**src/rtl/atd_pkg.sv**
```systemverilog
package atd_pkg;

  typedef enum logic [1:0] {
    ATD_OFF   = 2'b00,
    ATD_ANY   = 2'b01,
    ATD_PHASE = 2'b10,
    ATD_BAD   = 2'b11
  } atd_mode_e;

  typedef enum logic {
    ST_WATCH  = 1'b0,
    ST_BYPASS = 1'b1
  } atd_state_e;

  // True for the two modes that run detection.
  function automatic logic mode_live(input logic [1:0] m);
    return (m == ATD_ANY) || (m == ATD_PHASE);
  endfunction

endpackage

```
**src/rtl/atd_run_timer.sv**
```systemverilog
// Counts consecutive strobes on which run is high; hit marks the LIMIT-th one.
module atd_run_timer #(
  parameter int LIMIT = 3040
) (
  input  logic clk,
  input  logic rst_n,
  input  logic stb,
  input  logic run,
  output logic hit
);
  localparam int CW = $clog2(LIMIT + 1);

  logic [CW-1:0] cnt;

  assign hit = stb && run && (cnt == CW'(LIMIT - 1));

  always_ff @(posedge clk or negedge rst_n) begin
    if (!rst_n) begin
      cnt <= '0;
    end else if (stb) begin
      if (run && !hit) cnt <= cnt + 1'b1;
      else             cnt <= '0;
    end
  end
endmodule

```
**src/rtl/atd_rev_tracker.sv**
```systemverilog
// Measures spacing between phase-reversal strobes and counts accepted intervals.
module atd_rev_tracker #(
  parameter int GAP_MIN = 3400,
  parameter int GAP_MAX = 3800,
  parameter int NEED    = 2
) (
  input  logic clk,
  input  logic rst_n,
  input  logic stb,
  input  logic active,
  input  logic rev,
  output logic hit
);
  localparam int GW = $clog2(GAP_MAX + 1);
  localparam int NW = $clog2(NEED + 1);

  logic          armed;
  logic [GW-1:0] gap;
  logic [GW-1:0] gap_inc;
  logic [NW-1:0] good;
  logic          in_win;

  assign gap_inc = gap + 1'b1;
  assign in_win  = (gap_inc >= GW'(GAP_MIN)) && (gap_inc <= GW'(GAP_MAX));
  assign hit     = stb && active && rev && armed && in_win &&
                   (good == NW'(NEED - 1));

  always_ff @(posedge clk or negedge rst_n) begin
    if (!rst_n) begin
      armed <= 1'b0;
      gap   <= '0;
      good  <= '0;
    end else if (stb) begin
      if (!active) begin
        armed <= 1'b0;
        gap   <= '0;
        good  <= '0;
      end else if (rev) begin
        gap <= '0;
        if (!armed) begin
          armed <= 1'b1;
          good  <= '0;
        end else if (in_win) begin
          good <= hit ? '0 : good + 1'b1;
        end else begin
          good <= '0;               // early reversal: new reference
        end
      end else if (armed) begin
        if (gap_inc >= GW'(GAP_MAX)) begin
          armed <= 1'b0;            // window closed without a reversal
          gap   <= '0;
          good  <= '0;
        end else begin
          gap <= gap_inc;
        end
      end
    end
  end
endmodule

```
**src/rtl/atd_flag_fsm.sv**
```systemverilog
// Two-state latch: watching for a tone, or holding the canceller bypassed.
module atd_flag_fsm
  import atd_pkg::*;
(
  input  logic       clk,
  input  logic       rst_n,
  input  logic       stb,
  input  logic [1:0] mode,
  input  logic       det_hit,
  input  logic       rel_hit,
  output atd_state_e state
);
  atd_state_e state_nx;

  always_comb begin
    state_nx = state;
    if (stb) begin
      if (!mode_live(mode)) begin
        state_nx = ST_WATCH;
      end else begin
        unique case (state)
          ST_WATCH:  if (det_hit) state_nx = ST_BYPASS;
          ST_BYPASS: if (rel_hit) state_nx = ST_WATCH;
          default:   state_nx = ST_WATCH;
        endcase
      end
    end
  end

  always_ff @(posedge clk or negedge rst_n) begin
    if (!rst_n) state <= ST_WATCH;
    else        state <= state_nx;
  end
endmodule

```
**src/rtl/answer_tone_disabler.sv**
```systemverilog
module answer_tone_disabler
  import atd_pkg::*;
#(
  parameter int DETECT_SAMPLES  = 3040,
  parameter int RELEASE_SAMPLES = 2000,
  parameter int REV_GAP_MIN     = 3400,
  parameter int REV_GAP_MAX     = 3800,
  parameter int REV_INTERVALS   = 2
) (
  input  logic       clk,
  input  logic       rst_n,
  input  logic       smp_stb,
  input  logic [1:0] mode_sel,
  input  logic       tone_in_band,
  input  logic       tone_lvl_ok,
  input  logic       phase_rev,
  input  logic       pwr_low,
  output logic       bypass_flag
);
  atd_state_e state;
  logic       watching;
  logic       qual;
  logic       any_hit;
  logic       rev_hit;
  logic       rel_hit;

  assign watching = (state == ST_WATCH);
  assign qual     = tone_in_band && tone_lvl_ok;

  atd_run_timer #(.LIMIT(DETECT_SAMPLES)) u_detect (
    .clk   (clk),
    .rst_n (rst_n),
    .stb   (smp_stb),
    .run   (watching && (mode_sel == ATD_ANY) && qual),
    .hit   (any_hit)
  );

  atd_rev_tracker #(
    .GAP_MIN (REV_GAP_MIN),
    .GAP_MAX (REV_GAP_MAX),
    .NEED    (REV_INTERVALS)
  ) u_rev (
    .clk    (clk),
    .rst_n  (rst_n),
    .stb    (smp_stb),
    .active (watching && (mode_sel == ATD_PHASE) && qual),
    .rev    (phase_rev),
    .hit    (rev_hit)
  );

  atd_run_timer #(.LIMIT(RELEASE_SAMPLES)) u_release (
    .clk   (clk),
    .rst_n (rst_n),
    .stb   (smp_stb),
    .run   (!watching && mode_live(mode_sel) && pwr_low),
    .hit   (rel_hit)
  );

  atd_flag_fsm u_fsm (
    .clk     (clk),
    .rst_n   (rst_n),
    .stb     (smp_stb),
    .mode    (mode_sel),
    .det_hit (any_hit || rev_hit),
    .rel_hit (rel_hit),
    .state   (state)
  );

  assign bypass_flag = (state == ST_BYPASS);
endmodule

```
**config.mk**
```make
export PLATFORM = sky130hd
export DESIGN_NAME = answer_tone_disabler
export DESIGN_NICKNAME = d
export VERILOG_FILES = /design/src/rtl/atd_pkg.sv /design/src/rtl/atd_run_timer.sv /design/src/rtl/atd_rev_tracker.sv /design/src/rtl/atd_flag_fsm.sv /design/src/rtl/answer_tone_disabler.sv
export SDC_FILE = /design/constraint.sdc
export NUM_CORES = 1
export LEC_CHECK = 0
export ABC_AREA = 1
export BUFFER_PORTS_ARGS = -buffer_cell sky130_fd_sc_hd__clkbuf_2
export CORE_UTILIZATION = 30
export DETAILED_ROUTE_END_ITERATION = 7
export HOLD_SLACK_MARGIN = 0.12
export PLACE_DENSITY_LB_ADDON = 0.08
export SLEW_MARGIN = 20
export SYNTH_ARGS = -nofsm -noshare
export SYNTH_HDL_FRONTEND = slang
export SYNTH_SLANG_ARGS = --single-unit
```
**constraint.sdc**
```tcl
create_clock -name clk -period 2.95 [get_ports clk]
set_input_delay 0.59 -clock clk [delete_from_list [all_inputs] [get_ports clk]]
set_output_delay 0.59 -clock clk [all_outputs]
set_load 0.01 [all_outputs]
```
==> impl_metrics.toml <==
[run_status]
status = "complete, no violations"

[cells_and_area]
antenna_cells = 0
area_growth_pct = 11.3
share_of_post_route_cells_with_drive_strength_above_1_pct = 11.4
fin_nets = 347
postLayoutCoreUtil_pct = 35.2
fillers = 793
register_area_um2 = 976
multiInputGateArea_mm2 = 0.00117

[cts]
numCtsBuffers = 5
clock_root_buffer = "clkbuf_8"
postCtsSetupRepairBufs = 0
cts_num_sinks = 39
post_cts_resize_count = 0
tritoncts = "yes"
clock_tree.htree_level_count = 2
clk-insertion-delay-late_ps = 290
clockBufferDepth = 2
cts.hold.buffers_added = 0
clk_pin_slew_ps = 80

[setup_path]
critical_path.most_common_cell = "nor2_1"
critical_path.n_buffers_inverters = 2
crit_slowest_cell = "nor4_1"
slowest_delay_ps = 370
critPathKind = "in2reg"
setup.reg_to_reg.worst_slack_ps = 960
end_kind = "register"
critical_path.reg2reg.endpoint = "u_rev.gap[7]"
worst_setup_path_start_kind = "input pin"
critical_path_s_top_delay_family = "simple AND/OR/NAND/NOR gates"
worst_ep_required_time_ps = 3140
worst-endpoint-arrival_ps = 2230
worst_r2r_path_depth = 13
crit-reg2reg-launch = "u_rev.gap[1]"
crit_path_max_fanout = 8
worstPathCellList = "clkbuf_2 > inv_1 > ha_1 > nor2_1 > nand2_1 > nor4_1 > nor2_1 > nor2_2 > a21oi_1 > o21a_1"

[power_and_ir_drop]
pwr-share-seq_pct = 54.0
power_per_cell_area_mw_per_mm2 = 383
clkPwrFrac_pct = 41.0
switching_share_pct = 23.3
cellLeakagePower_nw = 1.18
internal-power_mw = 0.762
peakVddDrop_mv = 0.159
netSwitchingPower_mw = 0.231
power_frac_comb_pct = 5.0

[placement]
port_buffers = 9
detailed_place_hpwl_um = 3690
gp_congestion = 0.743
pre_cts_ws_ps = 580

[timing]
drv_slew = 0
timing_hold_violations_final = 0
setup_tns_final_ps = 0
timing.final.setup_violations = 0
final.min_clock_period_ps = 2040
unrepaired_setup_endpoints_after_global_routing = "false"
finalWorstSetupSlack_ps = 908
layout_worst_path_cycle_share_pct = 69.2
timing.slew.headroom_pct = 49.3
fmax_mhz = 490
worst_slew_pin_slew_ps = 761
fin_skew_ps = 4.85

[synthesis]
synth-async-reset-ratio_pct = 100
netlist.area_leader.share_pct = 41.9
ys.warnings.count = 0
synth_flop_cell = "dfrtp_1"
synth_commonest_cells = "nand2_1, inv_1, dfrtp_1"
syn_avg_cell_area_um2 = 7.30
synth_nets = 333
synth_enable_flop_cells = 0
ys_top_cells_by_area = "dfrtp_1, nand2_1, inv_1"
synthMostInstantiatedCell = "nand2_1"
sequential_cell_area_fraction_in_the_yosys_report_pct = 41.9
synthDistinctLibCells = 33
synth_cells = 319
synth_top_cell_by_area = "dfrtp_1"
area_of_the_mapped_netlist_mm2 = 0.00233
synth-seq-cells = 39

[routing]
detailedRoute.firstIterationViolations = 69
route.detailed.drc = 0
routed_wl_um = 4940
drtPass1Iterations = 4
drtAntennaViolNets = 0
routed-via-count = 1982
routedWlPerCell_um = 11.4
route.detailed.vias_per_inst = 4.58

[global_routing]
maximum_number_of_pins_on_one_net_before_global_route_repair = 30
grt_antenna_before_repair = 0
sum_of_overflow_across_all_layers_after_global_routing = 0
gr-usage-all-layers_pct = 13.7
grt_first_pass_wirelength_um = 8980
grt_pass1_vias = 1911

[min_path]
hold_path_class = "in2async"

[die]
effective_utilization_at_floorplan_pct = 31.6
floorplan.rows = 31
die_width_um = 90.1
die_h_um = 90.1
die_area_mm2 = 0.00811
fp.coreArea_mm2 = 0.00737
num_io_pins = 10

[flow_run]
timing.max_cap.violations = 0
## power by group through the flow
stage	Combinational, mW	Sequential, mW	Clock (mW)
after detailed placement	0.0526	0.547	0
final	0.0500	0.536	0.407
after floorplan	0.0254	0.547	0
after global routing	0.0588	0.536	0.442
after CTS	0.0528	0.536	0.424
after global placement	0.0528	0.547	0
## cell families after synthesis
logic type                 count (synthesis)  synth area share [%]
AOI/OAI and AO/OA                         38                  8.98
adders and majority gates                  5                  2.69
xor gates and xnor gates                   7                  2.63
buffers and inverters                     47                  7.96
DFF                                       39                  41.9
and+or+nand+nor                          183                  35.8
## routing by layer
metal	up-vias	wire (um)	global-route usage (%)
met3	6	147	2.54
met2	24	2250	22.1
met4	0	77	4.84
met1	902	2470	18.5
met5	-	0	0
li1	1050	-	-
## placed cells by master, fill, tap and decap left out, types with 2 or more instances in the layout
| cell | instances |
|---|---|
| a21oi_1 | 13 |
| buf_4 | 3 |
| clkbuf_2 | 9 |
| clkbuf_8 | 7 |
| dfrtp_1 | 39 |
| ha_1 | 5 |
| inv_1 | 42 |
| nand2_1 | 88 |
| nand2_2 | 6 |
| nand3_1 | 22 |
| nand4_1 | 6 |
| nor2_1 | 32 |
| nor2_2 | 7 |
| nor3_1 | 13 |
| nor4_1 | 2 |
| o21a_1 | 2 |
| o21ai_0 | 8 |
| o21ai_1 | 9 |
| o22ai_1 | 2 |
| xnor2_1 | 2 |
| xor2_1 | 5 |
## registers in the layout (all words and copies together) (netlist names)
name	cells
u_detect.cnt	12
u_fsm.state	1
u_release.cnt	11
u_rev.armed	1
u_rev.gap	12
u_rev.good	2
## area by class of cell
| type | count | area share [%] |
|---|---|---|
| Inverter | 42 | 6.08 |
| Sequential cell | 39 | 37.7 |
| Tap cell | 99 | 4.78 |
| Timing Repair Buffer | 12 | 2.61 |
| Multi-Input combinational cell | 233 | 45.0 |
| Clock buffer | 8 | 3.86 |
## metrics by stage
step | hold slack (ps) | power [mW] | std cells | cell area, um^2
finish | 354 | 0.993 | 433 | 2590
global route | 421 | 1.04 | 433 | 2590
CTS | 380 | 1.01 | 433 | 2590
detailed placement | 499 | 0.599 | 425 | 2490
global placement | 506 | 0.600 | 425 | 2490
floorplan | 294 | 0.572 | 319 | 2330
## worst max path at each step
| stage | from | depth (start not counted) | slack [ps] | to |
|---|---|---|---|---|
| after floorplan | mode_sel[0] | 9 | 940 | u_release.cnt[10] |
| after global placement | mode_sel[0] | 10 | 620 | u_release.cnt[10] |
| after detailed placement | mode_sel[0] | 10 | 580 | u_release.cnt[10] |
| after CTS | mode_sel[0] | 10 | 890 | u_release.cnt[10] |
| after global routing | mode_sel[0] | 10 | 600 | u_release.cnt[10] |
| final | mode_sel[0] | 10 | 910 | u_release.cnt[10] |
(Power assumes the default switching activity.)
